`src/rtl/hecc_pkg.sv`:
```
package hecc_pkg;

    typedef enum logic [1:0] {
        ST_IDLE  = 2'd0,
        ST_ACCUM = 2'd1,
        ST_READY = 2'd2
    } hecc_state_e;

    localparam logic [1:0] RES_CLEAN  = 2'd0;
    localparam logic [1:0] RES_DATA   = 2'd1;
    localparam logic [1:0] RES_CODE   = 2'd2;
    localparam logic [1:0] RES_UNCORR = 2'd3;

    // Column selector: bit b of the result is bit k of b.
    function automatic logic [7:0] col_mask(input int k);
        logic [7:0] m;
        for (int b = 0; b < 8; b++) begin
            m[b] = ((b >> k) & 1) == 1;
        end
        return m;
    endfunction

endpackage

```
`src/rtl/hecc_parity_acc.sv`:
```
module hecc_parity_acc #(
    parameter int ABITS = 9,
    localparam int HALF = ABITS + 3
) (
    input  logic             clk,
    input  logic             rst_n,
    input  logic             clear,
    input  logic             en,
    input  logic [ABITS-1:0] addr,
    input  logic [7:0]       data,
    output logic [HALF-1:0]  ones,
    output logic [HALF-1:0]  zeros
);
    logic [HALF-1:0] c_one;
    logic [HALF-1:0] c_zero;
    logic            byte_par;

    assign byte_par = ^data;

    genvar k;
    generate
        for (k = 0; k < HALF; k++) begin : g_col
            if (k < 3) begin : g_bit
                localparam logic [7:0] SEL = hecc_pkg::col_mask(k);
                assign c_one[k]  = ^(data & SEL);
                assign c_zero[k] = ^(data & ~SEL);
            end else begin : g_addr
                assign c_one[k]  = addr[k-3] & byte_par;
                assign c_zero[k] = ~addr[k-3] & byte_par;
            end
        end
    endgenerate

    always_ff @(posedge clk) begin
        if (!rst_n) begin
            ones  <= '0;
            zeros <= '0;
        end else if (clear) begin
            ones  <= en ? c_one  : '0;
            zeros <= en ? c_zero : '0;
        end else if (en) begin
            ones  <= ones  ^ c_one;
            zeros <= zeros ^ c_zero;
        end
    end
endmodule

```
`src/rtl/hecc_classify.sv`:
```
module hecc_classify #(
    parameter int SECTOR_BYTES = 512,
    parameter int ABITS = 9,
    localparam int HALF = ABITS + 3,
    localparam int CODE_W = 2 * HALF
) (
    input  logic [CODE_W-1:0] computed,
    input  logic [CODE_W-1:0] stored,
    output logic [1:0]        kind,
    output logic [ABITS-1:0]  byte_idx,
    output logic [7:0]        bit_mask
);
    import hecc_pkg::*;

    logic [CODE_W-1:0] diff;
    logic [HALF-1:0]   hi;
    logic [HALF-1:0]   lo;
    logic [ABITS-1:0]  idx;
    logic              in_range;
    logic              paired;
    logic              single;

    assign diff   = computed ^ stored;
    assign hi     = diff[CODE_W-1:HALF];
    assign lo     = diff[HALF-1:0];
    assign idx    = hi[HALF-1:3];
    assign paired = (hi ^ lo) == {HALF{1'b1}};
    assign single = $countones(diff) == 1;

    generate
        if (SECTOR_BYTES == (1 << ABITS)) begin : g_full
            assign in_range = 1'b1;
        end else begin : g_part
            assign in_range = {{(32-ABITS){1'b0}}, idx} < SECTOR_BYTES;
        end
    endgenerate

    always_comb begin
        kind     = RES_UNCORR;
        byte_idx = '0;
        bit_mask = '0;
        if (diff == '0) begin
            kind = RES_CLEAN;
        end else if (paired) begin
            if (in_range) begin
                kind     = RES_DATA;
                byte_idx = idx;
                bit_mask = 8'd1 << hi[2:0];
            end
        end else if (single) begin
            kind = RES_CODE;
        end
    end
endmodule

```
`src/rtl/hecc_sector_top.sv`:
```
module hecc_sector_top #(
    parameter int SECTOR_BYTES = 512,
    localparam int ABITS = $clog2(SECTOR_BYTES),
    localparam int HALF = ABITS + 3,
    localparam int CODE_W = 2 * HALF
) (
    input  logic              clk,
    input  logic              rst_n,
    input  logic              sos,
    input  logic              byte_valid,
    input  logic [7:0]        byte_data,
    input  logic [CODE_W-1:0] stored_code,
    input  logic              check_stb,
    output logic [CODE_W-1:0] code_out,
    output logic              code_valid,
    output logic              res_valid,
    output logic [1:0]        res_kind,
    output logic [ABITS-1:0]  err_byte,
    output logic [7:0]        err_mask
);
    import hecc_pkg::*;

    localparam logic [ABITS-1:0] CNT_LAST = ABITS'(SECTOR_BYTES - 1);

    hecc_state_e      state;
    hecc_state_e      state_nx;
    logic [ABITS-1:0] cnt;
    logic             accept;
    logic             last_byte;
    logic [ABITS-1:0] acc_addr;
    logic [HALF-1:0]  p_one;
    logic [HALF-1:0]  p_zero;
    logic [1:0]       kind_c;
    logic [ABITS-1:0] byte_c;
    logic [7:0]       mask_c;

    assign accept    = byte_valid && (sos || state == ST_ACCUM);
    assign last_byte = cnt == CNT_LAST;
    assign acc_addr  = sos ? '0 : cnt;

    // State register
    always_ff @(posedge clk) begin
        if (!rst_n) begin
            state <= ST_IDLE;
        end else begin
            state <= state_nx;
        end
    end

    // Next-state logic
    always_comb begin
        state_nx = state;
        if (sos) begin
            state_nx = ST_ACCUM;
        end else begin
            unique case (state)
                ST_IDLE:  state_nx = ST_IDLE;
                ST_ACCUM: if (byte_valid && last_byte) state_nx = ST_READY;
                ST_READY: state_nx = ST_READY;
                default:  state_nx = ST_IDLE;
            endcase
        end
    end

    // Byte counter
    always_ff @(posedge clk) begin
        if (!rst_n) begin
            cnt <= '0;
        end else if (sos) begin
            cnt <= byte_valid ? ABITS'(1) : '0;
        end else if (accept) begin
            cnt <= cnt + ABITS'(1);
        end
    end

    hecc_parity_acc #(.ABITS(ABITS)) acc_i (
        .clk   (clk),
        .rst_n (rst_n),
        .clear (sos),
        .en    (accept),
        .addr  (acc_addr),
        .data  (byte_data),
        .ones  (p_one),
        .zeros (p_zero)
    );

    hecc_classify #(.SECTOR_BYTES(SECTOR_BYTES), .ABITS(ABITS)) cls_i (
        .computed (code_out),
        .stored   (stored_code),
        .kind     (kind_c),
        .byte_idx (byte_c),
        .bit_mask (mask_c)
    );

    // Outputs derived from state
    always_comb begin
        code_out   = ~{p_one, p_zero};
        code_valid = state == ST_READY;
    end

    // Result register
    always_ff @(posedge clk) begin
        if (!rst_n) begin
            res_valid <= 1'b0;
            res_kind  <= RES_CLEAN;
            err_byte  <= '0;
            err_mask  <= '0;
        end else begin
            res_valid <= check_stb && state == ST_READY;
            if (check_stb && state == ST_READY) begin
                res_kind <= kind_c;
                err_byte <= byte_c;
                err_mask <= mask_c;
            end
        end
    end
endmodule

```
`config.mk`:
```
export PLATFORM = sky130hd
export DESIGN_NAME = hecc_sector_top
export DESIGN_NICKNAME = d
export VERILOG_FILES = /design/src/rtl/hecc_pkg.sv /design/src/rtl/hecc_parity_acc.sv /design/src/rtl/hecc_classify.sv /design/src/rtl/hecc_sector_top.sv
export SDC_FILE = /design/constraint.sdc
export NUM_CORES = 1
export LEC_CHECK = 0
export BUFFER_PORTS_ARGS = -buffer_cell sky130_fd_sc_hd__buf_2
export CAP_MARGIN = 30
export CORE_UTILIZATION = 50
export CTS_CLUSTER_SIZE = 10
export DETAILED_ROUTE_END_ITERATION = 16
export PLACE_DENSITY = 0.84
export SLEW_MARGIN = 25
export SYNTH_ARGS = -nofsm -noshare
export SYNTH_HDL_FRONTEND = slang
export SYNTH_SLANG_ARGS = --single-unit
```
`constraint.sdc`:
```
create_clock -name clk -period 12.6 [get_ports clk]
set_input_delay 1.26 -clock clk [delete_from_list [all_inputs] [get_ports clk]]
set_output_delay 1.26 -clock clk [all_outputs]
set_load 0.01 [all_outputs]
```
==> results of run 1 <==
report_power, final:
group | total (uW) | switching [uW] | internal [uW] | leakage (uW)
sequential | 189 | 7.82 | 181 | 0.000446
combinational | 588 | 315 | 273 | 0.00167
clock | 114 | 55.4 | 58.3 | 0.0000513
final timing paths:
check / startpoint / to
max: stored_code[23] / res_kind[0]$_SDFFE_PN0P_
min: err_mask[7]$_SDFFE_PN0P_ / err_mask[7]$_SDFFE_PN0P_
max reg2reg: acc_i.ones[11]$_SDFFE_PN0P_ / res_kind[0]$_SDFFE_PN0P_
min reg2reg: err_mask[7]$_SDFFE_PN0P_ / err_mask[7]$_SDFFE_PN0P_
layout by cell type, fill, tap and decap left out, types with 2 or more instances in the layout:
cell type,Yosys,final
o21ai_0,3,3
nor3_1,2,2
a21o_1,4,4
nand2b_1,2,2
o31ai_1,8,8
clkbuf_8,0,5
buf_4,1,2
xnor2_1,24,24
xor2_2,2,3
xor2_1,24,23
a2111oi_4,2,2
nand2_1,38,38
o31ai_2,8,8
nor4_2,4,4
a21oi_2,6,6
buf_2,4,81
xnor2_2,5,5
ha_1,39,39
dfxtp_1,55,55
or3_1,4,4
a2111oi_2,6,6
fa_1,19,19
a31o_1,8,8
a21oi_1,25,25
inv_1,87,87
nand3_1,4,4
and4b_1,2,2
a311oi_1,12,12
nor2_1,35,35
nand4_1,7,7
a31oi_1,6,6
stage by stage:
step	setup slack, ps	instance area [sq um]	hold WS (ps)
2_1_floorplan	6870	4260	476
3_3_place_gp	6490	4700	432
3_5_place_dp	6350	4700	443
4_1_cts	6680	4800	459
5_1_grt	6450	4810	492
6_report	6740	4810	457
layer usage:
layer / vias up / part of all wire / GRT usage
met5: - / 0 / 0
met4: 0 / 0.022 / 0.0846
met3: 19 / 0.060 / 0.0316
met2: 113 / 0.51 / 0.410
met1: 1661 / 0.41 / 0.280
li1: 1691 / - / -
logic make-up (layout without fill, tap and decap cells):
kind of cell | count (synthesis) | count (layout) | synth area share
compound gates | 93 | 93 | 0.186
mux | 2 | 2 | 0.00529
buf+inv | 110 | 178 | 0.104
flops | 55 | 55 | 0.259
simple gates | 103 | 103 | 0.116
fa+ha+maj | 58 | 58 | 0.204
xor+xnor | 55 | 55 | 0.126
layout make-up:
cell class	count	area (sq um)
fill	720	3400
multi-input combinational	311	2720
clock buffer	6	72.6
clock inverter	1	30.0
timing repair buffer	84	432
sequential	55	1100
inverter	87	327
tap	105	131
cells in the mapped netlist (2+ instances only):
| master | count |
|---|---|
| inv_1 | 87 |
| dfxtp_1 | 55 |
| ha_1 | 39 |
| nand2_1 | 38 |
| nor2_1 | 35 |
| a21oi_1 | 25 |
| xnor2_1 | 24 |
| xor2_1 | 24 |
| fa_1 | 19 |
| a311oi_1 | 12 |
| clkbuf_1 | 12 |
| a31o_1 | 8 |
| o31ai_1 | 8 |
| o31ai_2 | 8 |
| nand4_1 | 7 |
| a2111oi_2 | 6 |
| a21oi_2 | 6 |
| a31oi_1 | 6 |
| xnor2_2 | 5 |
| a21o_1 | 4 |
| buf_2 | 4 |
| nand3_1 | 4 |
| nor4_2 | 4 |
| or3_1 | 4 |
| buf_1 | 3 |
| buf_6 | 3 |
| o21ai_0 | 3 |
| a2111oi_4 | 2 |
| and4b_1 | 2 |
| nand2b_1 | 2 |
| nor3_1 | 2 |
| xor2_2 | 2 |
worst max-delay path, stage by stage:
cell and delay [ps]:
buf_2 110, xor2_1 380, inv_1 110, ha_1 220, inv_1 90, fa_1 420, fa_1 520, fa_1 530
fa_1 540, inv_1 50, fa_1 540, ha_1 170, inv_1 60, fa_1 470, nor4bb_1 250, and4b_1 210
a32oi_1 90
registers in the layout (all words and copies together) (netlist names):
name	flops
acc_i.ones	12
acc_i.zeros	12
cnt	9
err_byte	9
err_mask	8
res_kind	2
state	2
res_valid	1
==> impl_metrics.ini, run 1 <==
[timing]
rsz0062_at_grt = no
fmax_mhz = 171
period_share = 0.465
final-hold-violation-count = 0
slew_violations = 0
tns_ps = 0
max-slew-margin-rel = 0.362
skew_ps = 7.72
finalSetupViolations = 0
worst_pin_slew_ps = 955
period_needed_ps = 5860

[yosys]
synthTopCellsByArea = dfxtp_1 26%, ha_1 11%, fa_1 8.9%
netlist_instances = 476
avgSynthCellArea_sq_um = 8.94
async_flop_share = 0
yosysTopAreaCell = dfxtp_1
synth-edff-count = 0
syn_nets = 571
dominantRegCellSynth = dfxtp_1
synthDominantCellAreaShare = 0.259
synth.ff_latch_count = 55
synthDistinctLibCells = 45
syn-cell-area_sq_um = 4260
synth-seq-area-share = 0.259
ys_warn_count = 0

[global_routing]
grt_start_max_net_pins = 28
first_global_vias = 3403
track_usage = 0.231
globalRouteOverflowTotal = 0
grt_pass1_wl_microns = 15800
antenna_found_initial = 0

[floorplanning]
core_sq_um = 8220
fp.dieW_microns = 94.3
initial_core_util = 0.518
rows = 33
die_area_sq_um = 8890
ios = 82
die_y_microns = 94.3

[power]
p_per_area_nw_per_um2 = 185
ir_drop_mv = 0.177
leakagePower_uw = 0.00217
fin_total_pwr_uw = 890

[placed_design]
globalplace.congestion = 0.908
hpwl_microns = 7940
dp_cells = 641
io_buffers = 81

[drt]
first_pass_iters = 4
wirelength_microns = 9760
vias = 3484
wl_per_cell_microns = 15.0
drt_iter0_drc = 123
drc = 0
ant_nets = 0
avgViaCountPerCell = 5.37

[clocking]
clockRootBuffer = clkbuf_8
numCtsBuffers = 5
clock_path_buffers = 2
htreeDepth = 2
cts_sinks = 55
clk_latency_ps = 310
post_cts_buffers = 0
cts_resized = 0
hold_buffers = 0
cts_tree = yes
clk_pin_slew_ps = 90

[finish]
instances_no_fill = 649
area_delta_synth_final_pct = 13.1
fin_util = 0.586
n_antenna_cell = 0
num-nets-final = 639
drive_above_1_share = 0.233

[critical_path]
crit_fanout = 4
cp-end-kind = flop
cp_data_arrival_time_ps = 6010
r2r_setup_slack_ps = 7390
critical_path_required_ps = 12750
path_class = in -> reg
reg2reg_depth = 16
setup.worst_path.start_class = primary input

[job]
cap_viol_max_count = 0

[run_status]
status = finished clean

[min_path]
hp-class = reg -> reg
min_path_cells = 2
(Power assumes the default switching activity.)
==> run 2, diff against run 1 <==
--- a/config.mk
+++ b/config.mk
@@ -10,7 +10,7 @@
 export CORE_UTILIZATION = 50
 export CTS_CLUSTER_SIZE = 10
 export DETAILED_ROUTE_END_ITERATION = 16
-export PLACE_DENSITY = 0.84
+export PLACE_DENSITY = 0.87
 export SLEW_MARGIN = 25
 export SYNTH_ARGS = -nofsm -noshare
 export SYNTH_HDL_FRONTEND = slang
==> constraint.sdc (replaced) <==
create_clock -name clk -period 5 [get_ports clk]
set_input_delay 0.5 -clock clk [delete_from_list [all_inputs] [get_ports clk]]
set_output_delay 0.5 -clock clk [all_outputs]
set_load 0.01 [all_outputs]
==> impl_metrics.ini, run 2 (synthesis gave the netlist of run 1 again) <==
[drt]
first_pass_iters = 5
avgViaCountPerCell = 5.46
wl_per_cell_microns = 16.1
wirelength_microns = 11000
ant_nets = 0
drt_iter0_drc = 180
drc = 0
vias = 3742

[finish]
reg_top3 = acc_i.ones x12, acc_i.zeros x12
drive_above_1_share = 0.352
final_cell_area_sq_um = 5330
nFillCells = 601
layout_common_cells = 81 x inv_1, 81 x buf_2, 45 x dfxtp_1, 38 x nand2_1, 35 x nor2_1
n_antenna_cell = 0
num-nets-final = 674
area_delta_synth_final_pct = 25.2

[run_status]
status = finished clean

[global_routing]
grt_start_max_net_pins = 28
first_global_vias = 3525
track_usage = 0.238
globalRouteOverflowTotal = 0
antenna_found_initial = 0
grt_pass1_wl_microns = 16300

[placed_design]
hpwl_microns = 8050
io_buffers = 81
post_dp_cell_area_sq_um = 4900
globalplace.congestion = 0.960
pre_cts_ws_ps = -415

[power]
ir_drop_mv = 0.596
p_per_area_nw_per_um2 = 489
leakagePower_uw = 0.00237

[job]
cap_viol_max_count = 0

[floorplanning]
fp.dieW_microns = 94.3
core_sq_um = 8220
die_y_microns = 94.3
rows = 33
die_area_sq_um = 8890
initial_core_util = 0.518
ios = 82

[clocking]
clock_path_buffers = 2
clk_pin_slew_ps = 110
numCtsBuffers = 5
htreeDepth = 2
cts_tree = yes
clk_latency_ps = 320
cts_sinks = 55
clockRootBuffer = clkbuf_8

[critical_path]
cp_slowest_stage_delay_ps = 520
cpMaxStageDelayCell = fa_1
cp-end-kind = flop
critical_path_required_ps = 5160
crit_fanout = 3
cp_data_arrival_time_ps = 5070
r2r-start = acc_i.zeros[4]$_SDFFE_PN0P_
setup.worst_path.start_class = flop
cp.buffers_inverters = 4
critical-path-top-delay-family = adder cells
worstPathCellList = xnor2_4 -> inv_1 -> ha_1 -> inv_1 -> fa_1 -> fa_1 -> fa_1 -> fa_1 -> inv_1 -> fa_1 -> ha_2 -> inv_2 -> fa_1 -> nor4bb_4 -> and4b_1 -> a32oi_1
cpMostUsedCell = fa_1
crit_start = acc_i.zeros[4]$_SDFFE_PN0P_
path_class = reg -> reg

[timing]
rsz0062_at_grt = yes
slew_violations = 0
layout_setup_ws_ps = 84.7
skew_ps = 15.3
period_needed_ps = 4920
fmax_mhz = 203
max-slew-margin-rel = 0.362
period_share = 0.983
finalSetupViolations = 0
final-hold-violation-count = 0
worst_pin_slew_ps = 956

[min_path]
hp-class = reg -> reg
min-delay-start = err_mask[3]$_SDFFE_PN0P_
## run 2: path summary, 6_finish.rpt
kind,endpoint,cells after the start,slack [ps]
min,err_mask[3]$_SDFFE_PN0P_,2,460
max,res_kind[0]$_SDFFE_PN0P_,16,80
min reg2reg,err_mask[3]$_SDFFE_PN0P_,2,460
max reg2reg,res_kind[0]$_SDFFE_PN0P_,16,80
## run 2: through the flow
step           hold WS, ps  instances  power [uW]  utilization  setup TNS, ps
2_1_floorplan          476        476        1600            -              0
3_3_place_gp           434        668        1880        0.596           -258
3_5_place_dp           443        668        2010        0.596           -415
4_1_cts                460        677        2260        0.614              0
5_1_grt                473        685        2840        0.649          -57.0
6_report               456        685        2610        0.649              0
## run 2: report_power, final
part           internal (uW)  switching [uW]
combinational            962             912
clock                   97.9             154
sequential               457            22.7
total                   1520            1090
## run 2: tightest hold or removal path, delay by kind of cell (launching register included)
| kind | cells | cell delay (ps) |
|---|---|---|
| AOI/OAI and AO/OA | 1 | 50 |
| DFF | 1 | 320 |
| and+or+nand+nor | 1 | 50 |
## run 2: timing repair
action | CTS | global route
buffers inserted | 1 | 7
hold buffers | 0 | 0
pin swaps | 7 | 23
setup endpoints to repair | 1 | 1
resized for setup | 8 | 48
## run 2: routing by layer
layer	wire [microns]	share of wire	global-route usage
met1	4330	0.39	0.290
met2	5750	0.52	0.423
met3	709	0.064	0.0348
met4	252	0.023	0.0846
met5	0	0	0
## run 2: layout make-up
cell class | count | area, sq um | share of cell area
clock buffer | 5 | 68.8 | 0.0129
multi-input combinational | 311 | 2960 | 0.555
clock inverter | 3 | 20.0 | 0.00375
sequential | 55 | 1120 | 0.210
timing repair buffer | 119 | 706 | 0.132
inverter | 87 | 327 | 0.0613
tap | 105 | 131 | 0.0246
==> run 3, diff against run 2 <==
--- a/config.mk
+++ b/config.mk
@@ -7,11 +7,10 @@
 export LEC_CHECK = 0
 export BUFFER_PORTS_ARGS = -buffer_cell sky130_fd_sc_hd__buf_2
 export CAP_MARGIN = 30
-export CORE_UTILIZATION = 50
+export CORE_UTILIZATION = 51
 export CTS_CLUSTER_SIZE = 10
 export DETAILED_ROUTE_END_ITERATION = 16
-export PLACE_DENSITY = 0.87
-export SLEW_MARGIN = 25
+export PLACE_DENSITY = 0.88
 export SYNTH_ARGS = -nofsm -noshare
 export SYNTH_HDL_FRONTEND = slang
 export SYNTH_SLANG_ARGS = --single-unit
==> impl_metrics.ini, run 3 (synthesis gave the netlist of run 1 again) <==
[run_status]
status = finished clean

[power]
leakagePower_uw = 0.00240
p_per_area_nw_per_um2 = 468
fin_total_pwr_uw = 2490
ir_drop_mv = 0.526

[global_routing]
first_global_vias = 3577
grt_start_max_net_pins = 28
grt_pass1_wl_microns = 16700
track_usage = 0.249
antenna_found_initial = 0
globalRouteOverflowTotal = 0

[clocking]
htreeDepth = 2
clk_pin_slew_ps = 100
clockRootBuffer = clkbuf_8
numCtsBuffers = 5
hold_buffers = 0
cts_tree = yes
clk_latency_ps = 320
clock_path_buffers = 2
cts_sinks = 55

[timing]
skew_ps = 10.1
period_share = 0.970
period_needed_ps = 4850
worst_pin_slew_ps = 1020
fmax_mhz = 206
finalSetupViolations = 0
final-hold-violation-count = 0
layout_setup_ws_ps = 151
slew_violations = 0
tns_ps = 0
max-slew-margin-rel = 0.320

[job]
cap_viol_max_count = 0

[critical_path]
cp.buffers_inverters = 4
cp_slowest_stage_delay_ps = 550
cpMaxStageDelayCell = fa_1
worstPathCellList = xnor2_2 -> inv_1 -> ha_1 -> inv_1 -> fa_1 -> fa_2 -> fa_1 -> fa_1 -> inv_2 -> fa_1 -> ha_2 -> inv_1 -> fa_1 -> nor4bb_2 -> and4b_1 -> a32oi_1
cpMostUsedCell = fa_1
critical_path_required_ps = 5160
critical-path-top-delay-family = adder cells
path_class = reg -> reg
cp_data_arrival_time_ps = 5010
setup.worst_path.start_class = flop
cp-end-kind = flop
crit_fanout = 3

[drt]
drc = 0
wirelength_microns = 11000
wl_per_cell_microns = 16.2
drt_iter0_drc = 171
first_pass_iters = 4
avgViaCountPerCell = 5.42
ant_nets = 0
vias = 3697

[placed_design]
globalplace.congestion = 0.927
post_dp_cell_area_sq_um = 4900
io_buffers = 81
hpwl_microns = 8290
pre_cts_ws_ps = -454

[finish]
final_cell_area_sq_um = 5320
num-nets-final = 674
multiInputGateArea_sq_um = 2910
reg_top3 = acc_i.ones x12, acc_i.zeros x12
n_antenna_cell = 0
nFillCells = 593
final_common_cell = inv_1
register_area_sq_um = 1130
drive_above_1_share = 0.357
area_delta_synth_final_pct = 25.1
layout_common_cells = 84 x inv_1, 81 x buf_2, 40 x dfxtp_1, 38 x nand2_1, 37 x buf_4

[floorplanning]
die_y_microns = 93.4
initial_core_util = 0.540
rows = 32
fp.dieW_microns = 93.4
core_sq_um = 7890
ios = 82
die_area_sq_um = 8720

[min_path]
hp-class = reg -> reg
==> run 3: repair_timing <==
action                                  CTS  global route
setup buffers                             0             8
gates cloned                              0             0
endpoints found under the setup margin    1             1
pin swaps                                11            25
gates resized for setup                  22            31
==> run 3: cell type report <==
cell class              count  share of cell area
multi-input cells         311               0.547
flip-flops and latches     55               0.212
repair buffers            119               0.130
inverters                  87              0.0613
well taps                 102              0.0240
clock buffers               6              0.0136
clock inverters             2              0.0113
==> run 3: power by group <==
part | internal (uW) | switching (uW) | total [uW]
Combinational | 822 | 843 | 1660
Sequential | 456 | 21.8 | 478
Clock | 200 | 151 | 351
Total | 1480 | 1020 | 2490
==> run 3: final timing paths <==
kind / startpoint / to / slack [ps] / cells after the start
worst min-delay path: err_mask[5]$_SDFFE_PN0P_ / err_mask[5]$_SDFFE_PN0P_ / 450 / 2
worst max-delay path: acc_i.zeros[0]$_SDFFE_PN0P_ / res_kind[0]$_SDFFE_PN0P_ / 150 / 16
worst min register to register: err_mask[5]$_SDFFE_PN0P_ / err_mask[5]$_SDFFE_PN0P_ / 450 / 2
worst max register to register: acc_i.zeros[0]$_SDFFE_PN0P_ / res_kind[0]$_SDFFE_PN0P_ / 150 / 16
==> run 3: layer usage <==
| layer | global-route usage | vias up | share of wire |
|---|---|---|---|
| met5 | 0 | - | 0 |
| met4 | 0.0987 | 0 | 0.030 |
| met3 | 0.0374 | 30 | 0.063 |
| met2 | 0.443 | 138 | 0.50 |
| met1 | 0.300 | 1769 | 0.40 |
| li1 | - | 1760 | - |
==> run 3: through the flow <==
stage               hold WS [ps]  cells  utilization
global placement             432    666        0.622
detailed placement           436    666        0.622
global route                 483    682        0.675
floorplan                    476    476            -
CTS                          456    674        0.652
finish                       455    682        0.675
==> run 3: worst register-to-register path: cells and delay by family (launching register included) <==
kind	cells	cell delay (ps)
adder cells (fa/ha/maj)	8	3440
flip-flops	1	350
AND/OR/NAND/NOR	2	410
AO/OA/AOI/OAI	1	90
XOR/XNOR	1	180
buffers and inverters	4	240
